$ cat src/rtl/ebi_pkg.sv
package ebi_pkg;

    typedef enum logic [1:0] {
        ST_IDLE   = 2'd0,
        ST_FLOAT  = 2'd1,
        ST_STROBE = 2'd2
    } ebi_state_e;

    localparam logic [1:0] SZ_BYTE = 2'd0;
    localparam logic [1:0] SZ_HALF = 2'd1;
    localparam logic [1:0] SZ_WORD = 2'd2;

    // number of bus cycles one processor access needs on a device of the given width
    function automatic logic [2:0] beat_count(input logic wide16, input logic [1:0] sz);
        logic [2:0] n;
        if (wide16) begin
            n = (sz == SZ_WORD) ? 3'd2 : 3'd1;
        end else begin
            case (sz)
                SZ_BYTE: n = 3'd1;
                SZ_HALF: n = 3'd2;
                default: n = 3'd4;
            endcase
        end
        return n;
    endfunction

endpackage

$ cat src/rtl/ebi_bank_match.sv
module ebi_bank_match #(
    parameter int PAGE_W = 12,
    parameter int SZC_W  = 3
) (
    input  logic [PAGE_W-1:0] page,
    input  logic [PAGE_W-1:0] base,
    input  logic [SZC_W-1:0]  szc,
    input  logic              en,
    output logic              hit
);
    localparam int MAX_CODE = 4;

    logic [SZC_W-1:0]  lim;
    logic [PAGE_W-1:0] mask;

    always_comb begin
        lim  = (szc > SZC_W'(MAX_CODE)) ? SZC_W'(MAX_CODE) : szc;
        mask = {PAGE_W{1'b1}} << lim;
        hit  = en && (((page ^ base) & mask) == '0);
    end
endmodule

$ cat src/rtl/ebi_prio_pick.sv
module ebi_prio_pick #(
    parameter int N  = 8,
    parameter int IW = 3
) (
    input  logic [N-1:0]  hits,
    output logic          any,
    output logic [IW-1:0] idx
);
    always_comb begin
        any = |hits;
        idx = '0;
        for (int i = N - 1; i >= 0; i--) begin
            if (hits[i]) idx = IW'(i);
        end
    end
endmodule

$ cat src/rtl/ebi_lane_steer.sv
module ebi_lane_steer
    import ebi_pkg::*;
(
    input  logic        wide16,
    input  logic [1:0]  sz,
    input  logic [1:0]  ea,
    input  logic [31:0] wdata,
    input  logic [15:0] ext_rdata,
    input  logic [31:0] rdata_in,
    output logic [1:0]  be_n,
    output logic [15:0] ext_wdata,
    output logic [31:0] rdata_out
);
    logic [7:0] wbyte;

    always_comb begin
        wbyte     = wdata[{ea, 3'b000} +: 8];
        rdata_out = rdata_in;
        if (wide16) begin
            if (sz == SZ_BYTE) be_n = ea[0] ? 2'b01 : 2'b10;
            else               be_n = 2'b00;
            ext_wdata = ea[1] ? wdata[31:16] : wdata[15:0];
            if (!be_n[0]) rdata_out[{ea[1], 1'b0, 3'b000} +: 8] = ext_rdata[7:0];
            if (!be_n[1]) rdata_out[{ea[1], 1'b1, 3'b000} +: 8] = ext_rdata[15:8];
        end else begin
            be_n      = 2'b10;
            ext_wdata = {wbyte, wbyte};
            rdata_out[{ea, 3'b000} +: 8] = ext_rdata[7:0];
        end
    end
endmodule

$ cat src/rtl/ebi_cs_ctrl.sv
module ebi_cs_ctrl
    import ebi_pkg::*;
#(
    parameter int NBANK = 8,
    parameter int AW    = 32,
    parameter int WS_W  = 4,
    parameter int FLT_W = 3,
    parameter int SZC_W = 3
) (
    input  logic                     clk,
    input  logic                     rst_n,
    input  logic                     req,
    input  logic                     we,
    input  logic [AW-1:0]            addr,
    input  logic [1:0]               size,
    input  logic [31:0]              wdata,
    output logic                     ready,
    output logic                     done,
    output logic                     err,
    output logic [31:0]              rdata,
    input  logic [NBANK-1:0]         cfg_en,
    input  logic [NBANK*12-1:0]      cfg_base,
    input  logic [NBANK*SZC_W-1:0]   cfg_szc,
    input  logic [NBANK-1:0]         cfg_w16,
    input  logic [NBANK*WS_W-1:0]    cfg_ws,
    input  logic [NBANK*FLT_W-1:0]   cfg_flt,
    output logic [NBANK-1:0]         cs_n,
    output logic                     rd_n,
    output logic                     wr_n,
    output logic [1:0]               be_n,
    output logic [AW-1:0]            ext_addr,
    output logic [15:0]              ext_wdata,
    input  logic [15:0]              ext_rdata
);
    localparam int PAGE_W = 12;
    localparam int PAGE_LO = AW - PAGE_W;
    localparam int BIDX_W = (NBANK > 1) ? $clog2(NBANK) : 1;
    localparam logic [AW-1:0] WIN_LO = AW'(32'h0040_0000);
    localparam logic [AW-1:0] WIN_HI = AW'(32'hFFC0_0000);

    typedef struct packed {
        ebi_state_e        st;
        logic [BIDX_W-1:0] bank;
        logic              we;
        logic [1:0]        sz;
        logic              w16;
        logic [AW-1:0]     addr;
        logic [31:0]       wdata;
        logic [2:0]        beats;
        logic [WS_W-1:0]   ws;
        logic [WS_W-1:0]   cnt;
        logic [FLT_W-1:0]  fcnt;
        logic [31:0]       rdata;
        logic              done;
        logic              err;
        logic              last_vld;
        logic [BIDX_W-1:0] last_bank;
        logic              last_we;
        logic [FLT_W-1:0]  flt_left;
    } ctrl_t;

    ctrl_t q, d;

    logic [NBANK-1:0]  hit;
    logic              hit_any;
    logic [BIDX_W-1:0] hit_idx;
    logic [1:0]        be_s;
    logic [31:0]       rdata_m;
    logic [1:0]        sz_n;
    logic              in_win, misal, start, conflict, strobe;

    // one address comparator per bank
    for (genvar b = 0; b < NBANK; b++) begin : g_bank
        ebi_bank_match #(.PAGE_W(PAGE_W), .SZC_W(SZC_W)) u_match (
            .page (addr[AW-1:PAGE_LO]),
            .base (cfg_base[b*PAGE_W +: PAGE_W]),
            .szc  (cfg_szc[b*SZC_W +: SZC_W]),
            .en   (cfg_en[b]),
            .hit  (hit[b])
        );
    end

    ebi_prio_pick #(.N(NBANK), .IW(BIDX_W)) u_pick (
        .hits (hit),
        .any  (hit_any),
        .idx  (hit_idx)
    );

    ebi_lane_steer u_lane (
        .wide16    (q.w16),
        .sz        (q.sz),
        .ea        (q.addr[1:0]),
        .wdata     (q.wdata),
        .ext_rdata (ext_rdata),
        .rdata_in  (q.rdata),
        .be_n      (be_s),
        .ext_wdata (ext_wdata),
        .rdata_out (rdata_m)
    );

    always_comb begin
        sz_n     = (size == 2'd3) ? SZ_WORD : size;
        in_win   = (addr >= WIN_LO) && (addr < WIN_HI);
        misal    = ((sz_n == SZ_HALF) && addr[0]) || ((sz_n == SZ_WORD) && (addr[1:0] != 2'b00));
        start    = (q.st == ST_IDLE) && req && in_win && hit_any && !misal;
        conflict = q.last_vld && (q.flt_left != '0) &&
                   ((hit_idx != q.last_bank) || (we != q.last_we));

        d      = q;
        d.done = 1'b0;
        d.err  = 1'b0;

        case (q.st)
            ST_IDLE: begin
                if (start) begin
                    d.bank     = hit_idx;
                    d.we       = we;
                    d.sz       = sz_n;
                    d.w16      = cfg_w16[hit_idx];
                    d.addr     = addr;
                    d.wdata    = wdata;
                    d.beats    = beat_count(cfg_w16[hit_idx], sz_n);
                    d.ws       = cfg_ws[hit_idx*WS_W +: WS_W];
                    d.cnt      = cfg_ws[hit_idx*WS_W +: WS_W];
                    d.rdata    = '0;
                    d.flt_left = '0;
                    if (conflict) begin
                        d.st   = ST_FLOAT;
                        d.fcnt = q.flt_left;
                    end else begin
                        d.st   = ST_STROBE;
                    end
                end else begin
                    if (req) begin
                        d.done = 1'b1;
                        d.err  = 1'b1;
                    end
                    if (q.flt_left != '0) d.flt_left = q.flt_left - 1'b1;
                end
            end
            ST_FLOAT: begin
                if (q.fcnt <= FLT_W'(1)) d.st = ST_STROBE;
                else                     d.fcnt = q.fcnt - 1'b1;
            end
            ST_STROBE: begin
                if (q.cnt != '0) begin
                    d.cnt = q.cnt - 1'b1;
                end else begin
                    if (!q.we) d.rdata = rdata_m;
                    if (q.beats <= 3'd1) begin
                        d.st        = ST_IDLE;
                        d.done      = 1'b1;
                        d.last_vld  = 1'b1;
                        d.last_bank = q.bank;
                        d.last_we   = q.we;
                        d.flt_left  = cfg_flt[q.bank*FLT_W +: FLT_W];
                    end else begin
                        d.beats = q.beats - 3'd1;
                        d.addr  = q.addr + (q.w16 ? AW'(2) : AW'(1));
                        d.cnt   = q.ws;
                    end
                end
            end
            default: d.st = ST_IDLE;
        endcase
    end

    always_ff @(posedge clk or negedge rst_n) begin
        if (!rst_n) q <= '0;
        else        q <= d;
    end

    always_comb begin
        strobe   = (q.st == ST_STROBE);
        ready    = (q.st == ST_IDLE);
        done     = q.done;
        err      = q.err;
        rdata    = q.rdata;
        cs_n     = strobe ? ~(NBANK'(1) << q.bank) : '1;
        rd_n     = !(strobe && !q.we);
        wr_n     = !(strobe && q.we);
        be_n     = strobe ? be_s : 2'b11;
        ext_addr = q.addr;
    end
endmodule

$ cat config.mk
export PLATFORM = sky130hd
export DESIGN_NAME = ebi_cs_ctrl
export DESIGN_NICKNAME = d
export VERILOG_FILES = /design/src/rtl/ebi_pkg.sv /design/src/rtl/ebi_bank_match.sv /design/src/rtl/ebi_prio_pick.sv /design/src/rtl/ebi_lane_steer.sv /design/src/rtl/ebi_cs_ctrl.sv
export SDC_FILE = /design/constraint.sdc
export NUM_CORES = 1
export LEC_CHECK = 0
export ABC_AREA = 1
export CAP_MARGIN = 20
export CELL_PAD_IN_SITES_DETAIL_PLACEMENT = 1
export CELL_PAD_IN_SITES_GLOBAL_PLACEMENT = 2
export CORE_UTILIZATION = 26
export DETAILED_ROUTE_END_ITERATION = 6
export PLACE_DENSITY = 0.95
export RECOVER_POWER = 25
export SETUP_SLACK_MARGIN = 0.4
export SYNTH_ARGS = -nofsm -noshare
export SYNTH_HDL_FRONTEND = slang
export SYNTH_HIERARCHICAL = 1
export SYNTH_SLANG_ARGS = --single-unit
$ cat constraint.sdc
create_clock -name clk -period 4.39 [get_ports clk]
set_clock_uncertainty 0.2 [all_clocks]
set_input_delay 0.439 -clock clk [delete_from_list [all_inputs] [get_ports clk]]
set_output_delay 0.439 -clock clk [all_outputs]
set_load 0.05 [all_outputs]
==> results of run 1 <==
-- metal layers --
metal | global-route usage | routed length (um) | vias to the layer above | share of wire
li1 | - | - | 7164 | -
met1 | 0.2489 | 21940 | 6891 | 0.42
met2 | 0.3909 | 26190 | 360 | 0.51
met3 | 0.03244 | 2282 | 52 | 0.044
met4 | 0.07655 | 1361 | 0 | 0.026
met5 | 0 | 0 | - | 0
-- cell families (layout without fill, tap and decap cells) --
logic type | count (synthesis) | count (layout) | share of synthesized area
AO/OA/AOI/OAI | 134 | 134 | 0.05731
XOR/XNOR | 69 | 69 | 0.04899
adder cells (fa/ha/maj) | 14 | 14 | 0.01481
buffers and inverters | 325 | 624 | 0.1287
flip-flops | 129 | 129 | 0.2617
other | 0 | 2 | 0
AND/OR/NAND/NOR | 1500 | 1500 | 0.4885
-- cells in the final DEF (no fill, tap or decap), types with 20 or more instances in the layout --
cell type                         synthesis  routed
sky130_fd_sc_hd__a21oi_1                 23      22
sky130_fd_sc_hd__dfrtp_1                129     128
sky130_fd_sc_hd__inv_1                  176     175
sky130_fd_sc_hd__o21ai_0                 93      93
sky130_fd_sc_hd__nand3_1                143     143
sky130_fd_sc_hd__xor2_1                  48      48
sky130_fd_sc_hd__xnor2_1                 21      20
sky130_fd_sc_hd__buf_4                   74      33
sky130_fd_sc_hd__clkdlybuf4s50_1          0     366
sky130_fd_sc_hd__nor2_1                 158     158
sky130_fd_sc_hd__nand2_1               1126    1126
-- final cells by class --
type / count / area share
timing repair buffer: 408 / 0.2388
sequential: 129 / 0.1922
multi-input combinational: 1717 / 0.4487
timing repair inverter: 1 / 0.0004468
tap: 607 / 0.04520
clock inverter: 12 / 0.006628
inverter: 185 / 0.04156
clock buffer: 18 / 0.02614
antenna: 2 / 0.0002979
-- worst min-delay path: cells and delay by family, from the launching register on --
kind / cells / cell delay, ns
and+or+nand+nor: 1 / 0.06
buffers and inverters: 1 / 0.05
DFF: 1 / 0.33
-- stage by stage --
| stage | setup slack (ns) | TNS [ns] | cell area, um2 |
|---|---|---|---|
| 2_1_floorplan | 1.756 | 0 | 12340 |
| 5_1_grt | 0.2531 | 0 | 16800 |
| 3_5_place_dp | -0.05354 | -0.06995 | 16200 |
| 6_report | 0.7734 | 0 | 16800 |
| 4_1_cts | 0.5291 | 0 | 16780 |
| 3_3_place_gp | 0.02563 | 0 | 16200 |
-- sequential cells by signal, indices dropped and copies added (netlist names) --
signal	count
q	63
ext_addr	32
done	1
err	1
rdata	32
-- power by group --
group          internal (uW)  switching, uW
sequential              1280           53.2
clock                    790            601
combinational            489            630
total                   2560           1280
-- worst paths after layout --
path	cells past startpoint	end	from	slack, ns
min in group asynchronous	2	rdata[19]	rst_n	1.07
worst max-delay path	25	q[55]	addr[25]	0.77
worst max register to register	11	rdata[15]	ext_addr[1]	1.29
worst min register to register	2	q[7]	q[7]	0.28
max in group asynchronous	3	ext_addr[2]	rst_n	0.83
worst min-delay path	2	q[7]	q[7]	0.28
-- timing repair --
| action | 4_1_cts | 5_1_grt |
|---|---|---|
| cloned | 1 | 0 |
| gates resized for setup | 2 | 7 |
| setup endpoints to repair | 1 | 8 |
| hold endpoints to repair | 84 | 0 |
| buffers inserted | 0 | 1 |
| hold buffers | 1 | 0 |
==> Flow_metrics.wiki, run 1 <==
{| class="wikitable"
! Metric !! Value
|-
| Net count, final || 2751
|-
| Iter 0 DRT Violations || 658
|-
| Drt drc || 28
|-
| Count of buffers from port buffering || 372
|-
| P&R area growth vs syn || 36.20%
|-
| Total leakage power || 0.008587 uW
|-
| Top-count cell post-synth || sky130_fd_sc_hd__nand2_1
|-
| Critical path fanouts, max || 19
|-
| Detailed-router iteration count before antenna repair || 6
|-
| Share of flip-flops with an asynchronous set or reset after synthesis || 1.000
|-
| Part of the cycle the worst path needs || 0.8238
|-
| Number of antenna violations at the first check in global routing || 2
|-
| Clk buf depth || 2
|-
| Transition time of the tightest slew-check pin || 2.427 ns
|-
| WL per Instance || 16.82 um
|-
| Syn Area/Cell || 5.682 um2
|-
| Smallest hold slack || 0.2772 ns
|-
| Power, Total || 3842 uW
|-
| Core utilization of the finished layout || 0.3601
|-
| Number of max-slew violations in the final report || 87
|-
| Area fraction of the dominant cell type after synthesis || 0.3426
|-
| DR vias/cell || 4.699
|-
| Count of buffer and inverter cells on the critical path || 5
|-
| Syn_nets || 2463
|-
| Critical Path End Type || register
|-
| Cell total after placement || 3044
|-
| Die Y || 219.8 um
|-
| Fill count || 6187
|-
| Core region area || 46650 um2
|-
| Inserted Clock Buffers || 17
|-
| I/O pin count || 373
|-
| Hold violation total from the final report || 0
|-
| Number of setup violations in the final report || 0
|-
| Width of the die || 219.8 um
|-
| Delay of the slowest cell on the worst path || 0.46 ns
|-
| Reg clk slew, reported paths || 0.06 ns
|-
| Layout cell share with drive strength beyond 1 || 0.04089
|-
| Residual antenna-violating net count after detailed routing || 0
|-
| Clk Tree Root Cell || sky130_fd_sc_hd__clkbuf_16
|-
| Sequential area share after synthesis || 0.2617
|-
| Non-filler cells, final || 3079
|-
| Most numerous cell on the critical path || sky130_fd_sc_hd__nand2_1
|-
| CP arrival || 3.79 ns
|-
| Path class of the lowest-slack min-delay path || reg2reg
|-
| Cell type with the largest total area after synthesis || sky130_fd_sc_hd__nand2_1
|-
| Clock latency reported for the late side of the worst-skew pair || 0.43 ns
|-
| H-tree depth || 4
|-
| Area used by sequential logic in the layout || 3229 um2
|-
| Largest net degree at the start of global routing || 87
|-
| Most used DFF post-synth || sky130_fd_sc_hd__dfrtp_1
|-
| Starting utilization of the core area || 0.2644
|-
| EDFF count, synth || 0
|-
| Num rows || 79
|-
| Power density cells || 228.7 nW/um2
|-
| Result of the run || complete, but fails checks
|-
| HPWL Detailed || 39750 um
|-
| Top post-synthesis cells by count || 1126 x sky130_fd_sc_hd__nand2_1, 176 x sky130_fd_sc_hd__inv_1, 158 x sky130_fd_sc_hd__nor2_1
|-
| Unrepaired setup endpoints after global routing || false
|-
| Vias in the first global route || 15340
|-
| CP delay by family, top || simple AND/OR/NAND/NOR gates
|-
| Critical-path cell with the highest stage delay || sky130_fd_sc_hd__clkdlybuf4s50_1
|-
| Synthesized area || 12340 um2
|-
| Largest vdd supply drop || 0.2041 mV
|-
| Final Wtd Congestion || 0.8857
|-
| Die outline area || 48320 um2
|-
| F_max || 0.2765 GHz
|-
| CTS tree || built
|-
| Cell count after synthesis || 2171
|-
| Total of flip-flops plus latches after synthesis || 129
|-
| Number of warnings reported in the yosys synthesis log || 6
|-
| Cell types occupying the most area after synthesis || sky130_fd_sc_hd__nand2_1 34%, sky130_fd_sc_hd__dfrtp_1 26%, sky130_fd_sc_hd__nand3_1 5.8%
|-
| Failing checks || DRC, capacitance limit, slew limit
|-
| Critical path type || in2reg
|-
| Slew Limit Headroom || -0.6179
|-
| Startpoint type of the worst setup path || input port
|-
| Final routed wirelength across all metal layers || 51780 um
|-
| Required time at the endpoint of the critical path || 4.56 ns
|-
| Global route total overflow || 0
|-
| GRT Util Overall || 0.2134
|-
| Clk sinks || 129
|-
| Min cycle time layout || 3.617 ns
|-
| Multi-input logic area || 7538 um2
|-
| Max-cap viol count || 1
|-
| Total via count in the routed design || 14470
|-
| Global-route wire length before repair || 81120 um
|-
| Unique cell type count in the Yosys netlist || 39
|}
(Power assumes the default switching activity.)
==> run 2, diff against run 1 <==
Settings changed: CORE_UTILIZATION 26 to 24, PLACE_DENSITY 0.95 to 0.91.
Clock period 4.39 ns to 3.4 ns, I/O delays scaled along.
==> Flow_metrics.wiki, run 2 (same netlist as run 1, synthesis figures left out) <==
{| class="wikitable"
! Metric !! Value
|-
| F_max || 0.3528 GHz
|-
| Critical path fanouts, max || 19
|-
| CP cell instances || clkinv_2 > buf_4 > nand2_1 > and2_1 > o21ai_0 > buf_12
|-
| Final Wtd Congestion || 0.8981
|-
| Global-route wire length before repair || 85880 um
|-
| Hold violation total from the final report || 0
|-
| Worst min-delay path endpoint || q[58]
|-
| Total via count in the routed design || 14810
|-
| Max-cap viol count || 1
|-
| Number of instances on the worst hold path || 3
|-
| Power density cells || 301.7 nW/um2
|-
| Drt drc || 0
|-
| Net count, final || 2812
|-
| Register share of total power || 0.312
|-
| Power Internal || 3796 uW
|-
| Commonest non-fill, non-tap cell in the layout || sky130_fd_sc_hd__nand2_1
|-
| HPWL Detailed || 41990 um
|-
| Starting utilization of the core area || 0.2444
|-
| Net switching power || 1725 uW
|-
| CP delay by family, top || buffers and inverters
|-
| Iter 0 DRT Violations || 757
|-
| Width of the die || 228.7 um
|-
| DR vias/cell || 4.619
|-
| Required time at the endpoint of the critical path || 2.86 ns
|-
| Critical-path cell with the highest stage delay || sky130_fd_sc_hd__dfrtp_2
|-
| I/O pin count || 373
|-
| Die outline area || 52310 um2
|-
| Critical Path End Type || output pin
|-
| Slew Limit Headroom || -0.3830
|-
| Failing checks || capacitance limit, slew limit
|-
| FF-to-FF Start || q[120]
|-
| Core region area || 50480 um2
|-
| Register with the highest flop count || q
|-
| P&R area growth vs syn || 48.37%
|-
| Startpoint type of the worst setup path || register
|-
| Setup TNS || 0 ns
|-
| Hold Path Origin || wdata[2]
|-
| Logic depth of the worst register-to-register path || 14
|-
| Delay of the slowest cell on the worst path || 0.44 ns
|-
| Setup slack of the worst register-to-register path || 0.65 ns
|-
| Die Y || 228.7 um
|-
| Part of the cycle the worst path needs || 0.8336
|-
| Unrepaired setup endpoints after global routing || true
|-
| Result of the run || complete, but fails checks
|-
| Residual antenna-violating net count after detailed routing || 0
|-
| Clk sinks || 129
|-
| Fraction of power consumed by the clock network || 0.390
|-
| Global route total overflow || 0
|-
| Clk buf depth || 2
|-
| Most frequent cells in the layout || 1112 x sky130_fd_sc_hd__nand2_1, 311 x sky130_fd_sc_hd__clkdlybuf4s50_1, 172 x sky130_fd_sc_hd__inv_1
|-
| CP arrival || 2.29 ns
|-
| Switching power as a share of total power || 0.3124
|-
| Number of setup violations in the final report || 0
|-
| Detailed-router iteration count before antenna repair || 5
|-
| Inserted Clock Buffers || 17
|-
| Count of buffers from port buffering || 372
|-
| Largest net degree at the start of global routing || 73
|-
| Reg clk slew, reported paths || 0.06 ns
|-
| Final routed wirelength across all metal layers || 55690 um
|-
| CTS tree || built
|-
| WL per Instance || 17.36 um
|-
| Vias in the first global route || 15430
|-
| Endpoint of the lowest-slack register-to-register path || ext_addr[30]
|-
| Largest vdd supply drop || 0.2759 mV
|-
| Combinational share of power || 0.298
|-
| Min cycle time layout || 2.834 ns
|-
| Smallest hold slack || 0.2219 ns
|-
| Num rows || 82
|-
| Count of buffer and inverter cells on the critical path || 3
|-
| Clock latency reported for the late side of the worst-skew pair || 0.45 ns
|-
| Critical path type || reg2out
|-
| Transition time of the tightest slew-check pin || 2.074 ns
|-
| Flip-flop count of the largest register, all copies and words added || 63
|-
| Path class of the lowest-slack min-delay path || in2reg
|-
| Number of antenna violations at the first check in global routing || 7
|-
| Total leakage power || 0.009455 uW
|-
| H-tree depth || 4
|-
| Fill count || 6479
|-
| Layout cell share with drive strength beyond 1 || 0.09044
|-
| GRT Util Overall || 0.2088
|-
| Number of max-slew violations in the final report || 73
|-
| Clk Tree Root Cell || sky130_fd_sc_hd__clkbuf_16
|}
==> run 2: cell type report <==
class | count | area (um2) | area share
Sequential cell | 129 | 3229 | 0.1764
Clock buffer | 19 | 432.9 | 0.02365
Tap cell | 672 | 840.8 | 0.04594
Multi-Input combinational cell | 1718 | 7690 | 0.4202
Inverter | 185 | 705.7 | 0.03856
Timing Repair Buffer | 469 | 5166 | 0.2823
Antenna cell | 3 | 7.507 | 0.0004102
Clock inverter | 12 | 230.2 | 0.01258
==> run 2: worst max path at each step <==
| stage | from | end | slack [ns] | cells past startpoint |
|---|---|---|---|---|
| final | ext_addr[1] | ext_wdata[9] | 0.57 | 6 |
| after CTS | addr[31] | q[46] | 0.37 | 27 |
| after global placement | addr[24] | rdata[12] | -0.17 | 22 |
| after floorplan | ext_addr[1] | ext_wdata[11] | 0.87 | 5 |
| after detailed placement | addr[31] | q[46] | -0.31 | 28 |
| after global routing | rst_n | ext_addr[1] | 0.35 | 2 |
==> run 2: per-stage QoR <==
step / power (uW) / instances / setup slack, ns / cell area, um2 / util
after floorplan: 2468 / 2171 / 0.8654 / 12340 / -
after global placement: 3292 / 3141 / -0.1696 / 16900 / 0.3347
after detailed placement: 3338 / 3141 / -0.3121 / 16900 / 0.3347
after CTS: 5547 / 3181 / 0.3677 / 17730 / 0.3513
after global routing: 5797 / 3206 / 0.3452 / 18300 / 0.3625
final: 5521 / 3207 / 0.5658 / 18300 / 0.3626
==> run 2: metal layers <==
metal,track usage,part of all wire,up-vias
met2,0.3722,0.50,400
met3,0.04341,0.053,71
met1,0.2486,0.42,7042
li1,-,-,7295
met5,0,0.00047,-
met4,0.06502,0.024,4
==> run 2: worst min-delay path, delay by kind of cell <==
kind | cells | cell delay [ns]
simple gates | 2 | 0.11
buf+inv | 1 | 0.39
==> run 2: power groups by stage <==
| stage | logic, uW | registers, uW | clock network [uW] |
|---|---|---|---|
| floorplan | 738 | 1730 | 0 |
| global placement | 1550 | 1740 | 0 |
| detailed placement | 1590 | 1750 | 0 |
| CTS | 1620 | 1720 | 2200 |
| global route | 1810 | 1740 | 2250 |
| finish | 1650 | 1720 | 2150 |
==> run 2: timing repair <==
action | in CTS | in global routing
setup endpoints to repair | 60 | 98
hold buffers | 1 | 0
gates cloned | 4 | 7
gates resized for setup | 28 | 109
setup buffers | 4 | 16
hold endpoints to repair | 68 | 0
pin swaps | 4 | 32
